[src/rtl/smb_pkg.sv]
package smb_pkg;
  typedef enum logic [3:0] {
    S_IDLE,
    S_ADDR,
    S_ADDR_DEC,
    S_ACK_A,
    S_WR,
    S_WR_LATCH,
    S_ACK_W,
    S_RD,
    S_RD_END,
    S_WAIT
  } smb_state_e;
endpackage

[src/rtl/smb_sync.sv]
module smb_sync #(
  parameter int STAGES = 2
) (
  input  logic clk,
  input  logic rst,
  input  logic din,
  output logic dout
);
  logic [STAGES-1:0] chain_q;

  always_ff @(posedge clk) begin
    if (rst) chain_q <= '1;
    else     chain_q <= {chain_q[STAGES-2:0], din};
  end

  assign dout = chain_q[STAGES-1];
endmodule

[src/rtl/smb_cond_detect.sv]
module smb_cond_detect (
  input  logic clk,
  input  logic rst,
  input  logic scl_s,
  input  logic sda_s,
  output logic scl_rise,
  output logic scl_fall,
  output logic start_c,
  output logic stop_c
);
  logic scl_q, sda_q;

  always_ff @(posedge clk) begin
    if (rst) begin
      scl_q <= 1'b1;
      sda_q <= 1'b1;
    end else begin
      scl_q <= scl_s;
      sda_q <= sda_s;
    end
  end

  assign scl_rise = scl_s & ~scl_q;
  assign scl_fall = ~scl_s & scl_q;
  assign start_c  = scl_s & scl_q & sda_q & ~sda_s;
  assign stop_c   = scl_s & scl_q & ~sda_q & sda_s;
endmodule

[src/rtl/smb_byte_engine.sv]
module smb_byte_engine
  import smb_pkg::*;
#(
  parameter int          BYTE_W    = 8,
  parameter int          ADDR_LO_W = 5,
  parameter int          CMD_W     = 6,
  parameter logic [1:0]  ADDR_PFX  = 2'b01
) (
  input  logic                 clk,
  input  logic                 rst,
  input  logic                 scl_rise,
  input  logic                 scl_fall,
  input  logic                 start_c,
  input  logic                 stop_c,
  input  logic                 sda_s,
  input  logic [ADDR_LO_W-1:0] addr_lo,
  input  logic [BYTE_W-1:0]    status,
  output logic [CMD_W-1:0]     cmd,
  output logic                 pull
);
  localparam int CNT_W = $clog2(BYTE_W + 1);
  localparam logic [CNT_W-1:0] LAST = CNT_W'(BYTE_W - 1);

  smb_state_e        state_q;
  logic [CNT_W-1:0]  cnt_q;
  logic [BYTE_W-1:0] shreg_q;
  logic [BYTE_W-1:0] tx_q;
  logic              rw_q;
  logic [CMD_W-1:0]  cmd_q;
  logic              pull_q;
  logic              match;

  assign match = (shreg_q[BYTE_W-1 -: 2] == ADDR_PFX) &&
                 (shreg_q[ADDR_LO_W:1] == addr_lo);

  always_ff @(posedge clk) begin
    if (rst) begin
      state_q <= S_IDLE;
      cnt_q   <= '0;
      shreg_q <= '0;
      tx_q    <= '0;
      rw_q    <= 1'b0;
      cmd_q   <= '0;
      pull_q  <= 1'b0;
    end else if (start_c) begin
      state_q <= S_ADDR;
      cnt_q   <= '0;
      pull_q  <= 1'b0;
    end else if (stop_c) begin
      state_q <= S_IDLE;
      pull_q  <= 1'b0;
    end else begin
      unique case (state_q)
        S_ADDR, S_WR: if (scl_rise) begin
          shreg_q <= {shreg_q[BYTE_W-2:0], sda_s};
          cnt_q   <= cnt_q + 1'b1;
          if (cnt_q == LAST)
            state_q <= (state_q == S_ADDR) ? S_ADDR_DEC : S_WR_LATCH;
        end
        S_ADDR_DEC: if (scl_fall) begin
          if (match) begin
            pull_q  <= 1'b1;
            rw_q    <= shreg_q[0];
            state_q <= S_ACK_A;
          end else begin
            state_q <= S_WAIT;
          end
        end
        S_ACK_A: if (scl_fall) begin
          cnt_q <= '0;
          if (rw_q) begin
            tx_q    <= {status[BYTE_W-2:0], 1'b0};
            pull_q  <= ~status[BYTE_W-1];
            state_q <= S_RD;
          end else begin
            pull_q  <= 1'b0;
            state_q <= S_WR;
          end
        end
        S_WR_LATCH: if (scl_fall) begin
          cmd_q   <= shreg_q[CMD_W-1:0];
          pull_q  <= 1'b1;
          state_q <= S_ACK_W;
        end
        S_ACK_W: if (scl_fall) begin
          pull_q  <= 1'b0;
          state_q <= S_WAIT;
        end
        S_RD: begin
          if (scl_rise) begin
            cnt_q <= cnt_q + 1'b1;
            if (cnt_q == LAST) state_q <= S_RD_END;
          end
          if (scl_fall) begin
            pull_q <= ~tx_q[BYTE_W-1];
            tx_q   <= {tx_q[BYTE_W-2:0], 1'b0};
          end
        end
        S_RD_END: if (scl_fall) begin
          pull_q  <= 1'b0;
          state_q <= S_WAIT;
        end
        default: ;
      endcase
    end
  end

  assign cmd  = cmd_q;
  assign pull = pull_q;

  // a START always reopens address reception with the line released
  p_start_restart_r1: assert property (@(posedge clk) disable iff (rst)
    start_c |=> (state_q == S_ADDR) && (cnt_q == '0) && !pull_q);

  // the address acknowledge keeps the line pulled low
  p_addr_ack_held_r3: assert property (@(posedge clk) disable iff (rst)
    (state_q == S_ACK_A) |-> pull_q);

  // the command acknowledge keeps the line pulled low
  p_cmd_ack_held_r7: assert property (@(posedge clk) disable iff (rst)
    (state_q == S_ACK_W) |-> pull_q);

  // while waiting for the next START the slave is silent
  p_wait_silent_r4: assert property (@(posedge clk) disable iff (rst)
    (state_q == S_WAIT) |-> !pull_q);

  // the command register moves only at the end of a matched write byte
  p_cmd_write_only_r6: assert property (@(posedge clk) disable iff (rst)
    (cmd_q != $past(cmd_q)) |-> $past(state_q == S_WR_LATCH && scl_fall));

  // the pull enable moves only on a clock-low edge or a bus marker
  p_pull_on_low_r11: assert property (@(posedge clk) disable iff (rst)
    (pull_q != $past(pull_q)) |-> $past(scl_fall || start_c || stop_c));

  // reset clears the command and releases the line
  p_reset_clear_r10: assert property (@(posedge clk)
    rst |=> (cmd_q == '0) && !pull_q && (tx_q == '0));
endmodule

[src/rtl/smb_byte_slave.sv]
module smb_byte_slave #(
  parameter int         SYNC_STAGES = 2,
  parameter int         BYTE_W      = 8,
  parameter int         ADDR_LO_W   = 5,
  parameter int         CMD_W       = 6,
  parameter logic [1:0] ADDR_PFX    = 2'b01
) (
  input  logic                 clk,
  input  logic                 rst,
  input  logic                 scl_i,
  input  logic                 sda_i,
  input  logic [ADDR_LO_W-1:0] addr_lo_i,
  input  logic [BYTE_W-1:0]    status_i,
  output logic                 sda_pull_o,
  output logic [CMD_W-1:0]     cmd_o
);
  localparam int NLINES = 2;

  logic [NLINES-1:0] line_raw, line_s;
  logic scl_rise, scl_fall, start_c, stop_c;

  assign line_raw = {sda_i, scl_i};

  for (genvar g = 0; g < NLINES; g++) begin : g_sync
    smb_sync #(.STAGES(SYNC_STAGES)) u_sync (
      .clk (clk),
      .rst (rst),
      .din (line_raw[g]),
      .dout(line_s[g])
    );
  end

  smb_cond_detect u_cond (
    .clk     (clk),
    .rst     (rst),
    .scl_s   (line_s[0]),
    .sda_s   (line_s[1]),
    .scl_rise(scl_rise),
    .scl_fall(scl_fall),
    .start_c (start_c),
    .stop_c  (stop_c)
  );

  smb_byte_engine #(
    .BYTE_W   (BYTE_W),
    .ADDR_LO_W(ADDR_LO_W),
    .CMD_W    (CMD_W),
    .ADDR_PFX (ADDR_PFX)
  ) u_eng (
    .clk     (clk),
    .rst     (rst),
    .scl_rise(scl_rise),
    .scl_fall(scl_fall),
    .start_c (start_c),
    .stop_c  (stop_c),
    .sda_s   (line_s[1]),
    .addr_lo (addr_lo_i),
    .status  (status_i),
    .cmd     (cmd_o),
    .pull    (sda_pull_o)
  );

  // START and clock edges are never reported in the same cycle
  p_marker_exclusive_r1: assert property (@(posedge clk) disable iff (rst)
    $countones({start_c, stop_c, scl_rise, scl_fall}) <= 1);
endmodule

[config.mk]
export PLATFORM = sky130hd
export DESIGN_NAME = smb_byte_slave
export DESIGN_NICKNAME = d
export VERILOG_FILES = /design/src/rtl/smb_pkg.sv /design/src/rtl/smb_sync.sv /design/src/rtl/smb_cond_detect.sv /design/src/rtl/smb_byte_engine.sv /design/src/rtl/smb_byte_slave.sv
export SDC_FILE = /design/constraint.sdc
export NUM_CORES = 1
export LEC_CHECK = 0
export BUFFER_PORTS_ARGS = -buffer_cell sky130_fd_sc_hd__buf_2
export CORE_ASPECT_RATIO = 0.7
export CORE_MARGIN = 2
export CORE_UTILIZATION = 57
export DETAILED_ROUTE_END_ITERATION = 10
export PLACE_DENSITY = 0.87
export SLEW_MARGIN = 20
export SYNTH_ARGS = -nofsm -noshare
export SYNTH_HDL_FRONTEND = slang
export SYNTH_HIERARCHICAL = 1
export SYNTH_SLANG_ARGS = --single-unit
[constraint.sdc]
create_clock -name clk -period 2 [get_ports clk]
set_input_delay 0.4 -clock clk [delete_from_list [all_inputs] [get_ports clk]]
set_output_delay 0.4 -clock clk [all_outputs]
set_load 0.02 [all_outputs]
# Yosys cells after proc, flatten, opt, wreduce, memory -nomap -nowiden
# Index checks and enable logic that the tools add are counted.
dict set report classes {
  n_addsub 1
  mul 0
  div_mod_pow 0
  order_cmp 0
  eq_ne 31
  shifts 0
  n_mux 29
  bitwise_logic 15
  n_reduce_logical 19
}
# operator count
set op_table {}
lappend op_table {{$mux W4} 11}
lappend op_table {{$mux W8} 3}
lappend op_table {{$pmux W4 S6} 1}
lappend op_table {{$eq A4 B3 Y1 const B} 5}
lappend op_table {{$ne A4 B4 Y1 const B} 5}
lappend op_table {{$reduce_and A9 Y1} 2}
lappend op_table {{$pmux W8 S2} 1}
lappend op_table {{$ne A2 B1 Y1 const B} 6}
lappend op_table {{$ne A2 B2 Y1 const B} 6}
lappend op_table {{$reduce_and A4 Y1} 3}
lappend op_table {{$mux W1} 9}
lappend op_table {{$eq A4 B2 Y1 const B} 2}
lappend op_table {{$ne A4 B3 Y1 const B} 2}
lappend op_table {{$not A1 Y1} 8}
lappend op_table {{$pmux W4 S2} 1}
lappend op_table {{$reduce_bool A8 Y1} 1}
lappend op_table {{$and A1 B1 Y1} 7}
lappend op_table {{$reduce_and A7 Y1} 1}
lappend op_table {{$reduce_and A6 Y1} 1}
lappend op_table {{$reduce_bool A6 Y1} 1}
lappend op_table {{$reduce_or A2 Y1} 3}
lappend op_table {{$reduce_or A3 Y1} 2}
lappend op_table {{$eq A5 B5 Y1} 1}
lappend op_table {{$pmux W1 S5} 1}
lappend op_table {{11 further kinds} 12}
dict set report word_totals {
  register_bits 38
  latchBits 0
  mem_bits_rw 0
  romBits 0
  output_inout_bits 7
  memories 0
}

# Longest topological paths before layout
# Gate-level depths: netlist of the first run.
dict set report logic_depth {
  depth_word 7
  ltp_mapped 7
  mapped_depth_nobuf 6
}

# Hierarchy
# Netlist of the first run, hierarchy kept.
# module instances cells_per_inst area_each_um2
set modules_own_cells {}
lappend modules_own_cells {smb_byte_engine 1 188 1710.4}
lappend modules_own_cells {smb_sync 2 4 52.6}
lappend modules_own_cells {smb_cond_detect 1 8 85.1}

# Worst setup path after synthesis of the first run
# Ideal clock, no wire load.
dict set report synth_timing {
  path_type {reg-to-reg}
  from {register g_sync[1].u_sync.chain_q[1]}
  to {register u_eng.rw_q}
  setup_time_ns 0.128
  arrival_time_ns 1.577
  slack_ns 0.296
  path_stages_with_launch 8
  synth_period_minus_slack_ns 1.704
  path_cell_list {dfxtp_1 > and4b_1 > or2_1 > buf_2 > or2_1 > nor4_4 > mux2i_1 > nor2_1}
}
dict set report synth_via {
  elab_chain_cells 4
  word_cells_on_any_way 6
  cone_classes {bitwise: 5; reduce/logical: 1}
}
# item line
set synth_rtl {}
lappend synth_rtl {{from (decl)} smb_sync.sv:9} ;# logic [STAGES-1:0] chain_q;
lappend synth_rtl {{from (signal assigned)} smb_sync.sv:13} ;# else chain_q <= {chain_q[STAGES-2:0], din};
lappend synth_rtl {{$not A1 Y1} smb_cond_detect.sv:25} ;# assign start_c = scl_s & scl_q & sda_q & ~sda_s;
lappend synth_rtl {{$and A1 B1 Y1} smb_cond_detect.sv:25}
lappend synth_rtl {{net start_c} smb_byte_slave.sv:20} ;# logic scl_rise, scl_fall, start_c, stop_c;
lappend synth_rtl {{$not A1 Y1 (no source line)} -}
lappend synth_rtl {{$reduce_and A5 Y1 (no source line)} -}
lappend synth_rtl {{to (signal assigned)} smb_byte_engine.sv:63} ;# rw_q <= shreg_q[0];
lappend synth_rtl {{to (decl)} smb_byte_engine.sv:28} ;# logic rw_q;
# The timed path passes the listed nets, and every way through them passes these cells.
# A chain may end at the register's enable or synchronous reset.

# Worst setup path after layout of the first run
dict set report layout_timing {
  from {register u_cond.scl_q}
  to {register u_eng.tx_q[6]}
}
dict set report layout_via {
  elab_chain_cells 5
  word_cells_on_any_way 11
  cone_classes {eq/ne: 2; bitwise: 8; reduce/logical: 1}
}
# item line
set layout_rtl {}
lappend layout_rtl {{from (decl)} smb_cond_detect.sv:11} ;# logic scl_q, sda_q;
lappend layout_rtl {{from (signal assigned)} smb_cond_detect.sv:18} ;# scl_q <= scl_s;
lappend layout_rtl {{$and A1 B1 Y1 (3 in series)} smb_cond_detect.sv:26} ;# assign stop_c = scl_s & scl_q & ~sda_q & sda_s;
lappend layout_rtl {{net stop_c} smb_byte_slave.sv:20}
lappend layout_rtl {{$not A1 Y1 (no source line)} -}
lappend layout_rtl {{$reduce_and A6 Y1 (no source line)} -}
lappend layout_rtl {{to (signal assigned)} smb_byte_engine.sv:72} ;# tx_q <= {status[BYTE_W-2:0], 1'b0};
lappend layout_rtl {{to (signal assigned)} smb_byte_engine.sv:96} ;# tx_q <= {tx_q[BYTE_W-2:0], 1'b0};
lappend layout_rtl {{to (decl)} smb_byte_engine.sv:27} ;# logic [BYTE_W-1:0] tx_q;
# The timed path passes the listed nets, and every way through them passes these cells.

==> results of run 1 <==
-- how the worst max path moves through the flow --
stage                             endpoint  depth (start not counted)
final                        u_eng/tx_q[6]                          6
after global routing         u_eng/tx_q[6]                          6
after CTS                    u_eng/tx_q[6]                          6
after detailed placement        u_eng/rw_q                          6
after global placement    u_eng/shreg_q[5]                          6
after floorplan                 u_eng/rw_q                          7
-- cell families after synthesis --
group	synth area share, %
AND/OR/NAND/NOR	25.4
AO/OA/AOI/OAI	14.9
flip-flops	39.0
multiplexers	12.1
buffers and inverters	4.28
XOR/XNOR	3.69
adder cells (fa/ha/maj)	0.658
-- flip-flops by register name, summed over array words and instances (netlist names) --
signal and count:
u_eng/shreg_q 8, u_eng/rw_q 1, u_eng/cmd 6, u_eng/state_q 4
u_eng/pull 1, u_eng/cnt_q 4, u_cond/sda_q 1, u_eng/tx_q 7
u_cond/scl_q 1, g_sync.u_sync/chain_q 4
-- per-layer routing --
layer	wire length (um)	global-route usage, %
met1	1910	32.1
met2	1780	34.8
met3	401	8.65
met4	144	11.1
met5	0	0
-- report_power, final --
group          internal [mW]  switching [mW]
registers              0.742         0.00495
logic                 0.0364          0.0499
clock network          0.247           0.285
-- per-stage QoR --
step	total power, mW	area [um^2]
2_1_floorplan	0.816	1900
3_3_place_gp	0.846	2090
3_5_place_dp	0.849	2090
4_1_cts	1.37	2180
5_1_grt	1.42	2180
6_report	1.37	2180
-- synth_stat cells (2+ instances only) --
| cell | count | area, um^2 |
|---|---|---|
| a211oi_2 | 3 | 37.5 |
| and4b_1 | 2 | 20.0 |
| clkbuf_1 | 3 | 11.3 |
| xnor2_1 | 5 | 43.8 |
| and2b_1 | 2 | 15.0 |
| o211a_1 | 2 | 20.0 |
| nor3_1 | 3 | 15.0 |
| a22oi_1 | 2 | 15.0 |
| nand2_1 | 8 | 30.0 |
| mux2i_1 | 23 | 230 |
| buf_6 | 2 | 22.5 |
| nand2b_1 | 4 | 25.0 |
| nor2_1 | 30 | 113 |
| o21ai_0 | 5 | 25.0 |
| o31a_1 | 2 | 17.5 |
| a211oi_1 | 4 | 30.0 |
| nor4_2 | 3 | 37.5 |
| o22ai_1 | 2 | 12.5 |
| nor2b_1 | 3 | 18.8 |
| a21oi_1 | 8 | 40.0 |
| inv_1 | 3 | 11.3 |
| dfxtp_1 | 37 | 741 |
| o21ai_1 | 2 | 10.0 |
| xor2_1 | 3 | 26.3 |
| inv_2 | 3 | 11.3 |
| buf_2 | 5 | 25.0 |
| nand4_1 | 3 | 18.8 |
| nand3_1 | 4 | 20.0 |
| or2_1 | 8 | 50.1 |
-- final cells by class --
type,instances,area (um^2)
well taps,38,47.5
inverters,6,22.5
multi-input cells,151,1080
clock inverters,3,21.3
fillers,248,992
repair buffers,34,198
flip-flops and latches,37,741
clock buffers,5,68.8
==> run metrics, run 1 <==
status completed; Required @ worst endpoint 2.18 ns; vias in the first global route 1459; Sink Count 37; Top FF cell, synth dfxtp_1; clk slew on worst S/H paths 0.08 ns; Setup WS pre-CTS 0.222 ns; worst min path class in2reg; hold depth 2; wire length per cell 15.5 um; root buf cell clkbuf_8; Seq/Total Area, Yosys 39.0%; Residual DRC 0; Syn-to-layout area delta 14.5%; die area 0.00382 mm^2; die width 73.0 um; CTS tree built; CP Class reg2reg; Final Setup Violations 0; CP Max Fanout 14; Syn Nets 222; CTS HTree Levels 2; max cap viols 0; unrepaired setup endpoints after global routing false; Longest Clk Path Bufs 2; GRT overflow 0; Port Buffer Count 23; Distinct cells, synth 49; Startpoint Class flip-flop; skew final 0.00596 ns; final cell count without fillers 274; Worst Setup SP u_cond/scl_q; Pleak 0.929 nW; Reg2Reg Setup Slack 0.1 ns; Die Y 52.3 um; PostCTS Resize Cnt 0; DRT Pass-1 Iters 7; I/O pins 24; Overall Global Routing Usage 24.1%; first-pass GRT wire length 6900 um; Peak VDD IR 0.000426 V; Initial Utilization 60.0%; Final Hold Viols 0; Final period util 95.2%; commonest cells after routing, fill and taps aside dfxtp_1 (37), nor2_1 (30), buf_2 (23), mux2i_1 (23), buf_4 (11); DRT iter0 DRCs 228; initial antenna violation count 0; routability cong. 0.979; f_max 525 MHz; Clock Latency Late Sink 0.29 ns; Mapped Area 0.00190 mm^2; Min-Delay Startpoint scl_i; commonest non-fill, non-tap cell in the layout dfxtp_1; path depth of the worst reg2reg path 6; setup bufs post-CTS 0; HPWL after DPL 2970 um; core area 0.00317 mm^2; share of post-route cells with drive strength above 1 24.2%; R2R Path End u_eng/tx_q[6]; Hold EP g_sync[0].u_sync/chain_q[0]; Post-Route WL 4230 um; Max Slew Vio Count 0; Crit path buffers/inverters 1; detailed-route vias per instance 6.05; Synth Area per Inst 9.32 um^2; Data arrival, critical path 2.08 ns; power density over the cells 627 mW/mm^2; setup_tns 0 ns; cts hold-fix bufs 0; Synthesis Warnings 6; CTS buffer count 5; via count 1659; Worst Tran Pin Value 0.501 ns; Syn Inst Count 204; nets 253; Period minus WS final 1.90 ns; relative slew slack 66.2%; Crit Reg-Reg Startpoint u_cond/scl_q; Cell Chain, Critical Path and4b_1 > or2_1 > nor3_4 > buf_4 > nor2_1 > a211oi_1; Async S/R FF share, synth 0%; crit path capture type flip-flop; FF+latch count, synth 37; CP top delay family simple AND/OR/NAND/NOR gates; fin worst setup slack 0.0966 ns; Rows 17; number of synthesized flops with an enable pin 0; CP peak stage delay 0.36 ns; WHS 0.286 ns; Cells after DPL 266; fin util 68.7%; number of antenna-violating nets in the routed design 0; diode count 0; CP max stage cell or2_1; largest net degree at the start of global routing 35
(Power assumes the default switching activity.)
==> inputs of run 2 (changes only) <==
--- a/config.mk
+++ b/config.mk
@@ -11,6 +11,7 @@
 export CORE_UTILIZATION = 57
 export DETAILED_ROUTE_END_ITERATION = 10
 export PLACE_DENSITY = 0.87
+export REMOVE_ABC_BUFFERS = 1
 export SLEW_MARGIN = 20
 export SYNTH_ARGS = -nofsm -noshare
 export SYNTH_HDL_FRONTEND = slang
==> run 2 against run 1 <==
Compared with the run above:
- clock power decreased by 0.8%
- sequential share of layout area decreased by 0.23 points
- die area unchanged
- clock skew about the same
- global-route usage decreased by 0.080 points
==> run metrics, run 2 (synthesized netlist as in run 1, its figures left out) <==
Crit Reg-Reg Startpoint g_sync[0].u_sync/chain_q[1] (was u_cond/scl_q); CTS HTree Levels 2 (unchanged); initial antenna violation count 0 (unchanged); DRT iter0 DRCs 151 (was 228); fin util 69.2% (was 68.7%); power density over the cells 622 mW/mm^2 (was 627 mW/mm^2); core area 0.00317 mm^2 (unchanged); Worst Setup SP g_sync[0].u_sync/chain_q[1] (was u_cond/scl_q); f_max 563 MHz (was 525 MHz); path depth of the worst reg2reg path 6 (unchanged); Syn-to-layout area delta 15.3% (was 14.5%); DRT Pass-1 Iters 5 (was 7); Setup WS pre-CTS 0.231 ns (was 0.222 ns); I/O pins 24 (unchanged); Max Slew Vio Count 0 (unchanged); Clock Latency Late Sink 0.29 ns (about the same); PostCTS Resize Cnt 0 (unchanged); share of post-route cells with drive strength above 1 24.5% (was 24.2%); area occupied by multi-input gates 0.00108 mm^2 (unchanged); via count 1632 (was 1659); Rows 17 (unchanged); Pleak 0.939 nW (was 0.929 nW); setup_tns 0 ns (unchanged); Sink Count 37 (unchanged); Worst Tran Pin Value 0.457 ns (was 0.501 ns); Startpoint Class flip-flop (unchanged); diode count 0 (unchanged); max reg flops 8 (unchanged); Period minus WS final 1.78 ns (was 1.90 ns); relative slew slack 69.1% (was 66.2%); hold depth 2 (unchanged); CP Class reg2reg (unchanged); commonest non-fill, non-tap cell in the layout dfxtp_1 (unchanged); Final Setup Violations 0 (unchanged); vias in the first global route 1422 (was 1459); Port Buffer Count 23 (unchanged); CTS tree built (unchanged); unrepaired setup endpoints after global routing false (unchanged); CTS buffer count 5 (unchanged); Overall Global Routing Usage 24.1% (about the same); Final period util 88.8% (was 95.2%); commonest cells after routing, fill and taps aside dfxtp_1 (37), nor2_1 (30), buf_2 (23), mux2i_1 (23), buf_4 (13) (was dfxtp_1 (37), nor2_1 (30), buf_2 (23), mux2i_1 (23), buf_4 (11)); Data arrival, critical path 1.97 ns (was 2.08 ns); status completed (unchanged); first-pass GRT wire length 6760 um (was 6900 um); CP Max Fanout 5 (was 14); clk slew on worst S/H paths 0.07 ns (was 0.08 ns); Pwr Total 1.36 mW (was 1.37 mW); routability cong. 1.00 (was 0.979); crit path capture type flip-flop (unchanged); Largest Register u_eng/shreg_q (unchanged); Final Hold Viols 0 (unchanged); die area 0.00382 mm^2 (unchanged); cts hold-fix bufs 0 (unchanged); Post-Route WL 4230 um (about the same); setup bufs post-CTS 0 (unchanged); fillers 257 (was 248); Die Y 52.3 um (unchanged); Residual DRC 0 (unchanged); skew final 0.00562 ns (was 0.00596 ns); Reg area 741 um^2 (unchanged); Initial Utilization 60.0% (unchanged); HPWL after DPL 2900 um (was 2970 um); Longest Clk Path Bufs 2 (unchanged); die width 73.0 um (unchanged); largest net degree at the start of global routing 25 (was 35); wire length per cell 15.4 um (was 15.5 um); number of antenna-violating nets in the routed design 0 (unchanged); Required @ worst endpoint 2.19 ns (was 2.18 ns); GRT overflow 0 (unchanged); max cap viols 0 (unchanged); worst min path class in2reg (unchanged); Min-Delay Startpoint sda_i (was scl_i); nets 255 (was 253); fin worst setup slack 0.225 ns (was 0.0966 ns); detailed-route vias per instance 5.93 (was 6.05); Peak VDD IR 0.000467 V (was 0.000426 V); root buf cell clkbuf_8 (unchanged)
run 2: final cells by class:
class	count	area share, %
well taps	38	2.17
clock inverters	1	0.342
inverters	6	1.03
flip-flops and latches	37	33.8
repair buffers	36	9.70
multi-input cells	151	49.2
clock buffers	6	3.77
run 2: path summary, 6_finish.rpt:
kind / slack, ns / to
hold reg to reg: 0.40 / g_sync[1].u_sync/chain_q[1]
setup reg to reg: 0.22 / u_eng/state_q[2]
setup / recovery: 0.22 / u_eng/state_q[2]
hold / removal: 0.29 / g_sync[1].u_sync/chain_q[0]
run 2: metrics by stage:
| step | hold slack (ns) | area [um^2] | cells |
|---|---|---|---|
| floorplan | 0.383 | 1840 | 194 |
| global placement | 0.387 | 2100 | 268 |
| detailed placement | 0.389 | 2100 | 268 |
| CTS | 0.278 | 2190 | 275 |
| global route | 0.278 | 2190 | 275 |
| finish | 0.287 | 2190 | 275 |
run 2: where the power goes:
part	leakage, nW	switching, mW	internal [mW]	total [mW]
Combinational	0.596	0.0490	0.0382	0.0871
Sequential	0.299	0.00588	0.743	0.748
Clock	0.0433	0.256	0.272	0.528
Total	0.939	0.311	1.05	1.36
run 2: routing by layer:
metal | global-route usage (%) | part of all wire (%) | vias up
met5 | 0 | 0 | -
met4 | 10.8 | 3.1 | 0
met3 | 9.42 | 9.6 | 18
met2 | 36.9 | 44 | 88
met1 | 29.8 | 44 | 727
li1 | - | - | 799
run 2: worst max-delay path, cell delays in order, from the launching register on:
cell and delay (ns):
dfxtp_1 0.37, nor2b_1 0.20, nand4b_1 0.25, or4_1 0.48
nand4_1 0.15, o21ai_1 0.09, o211a_1 0.13
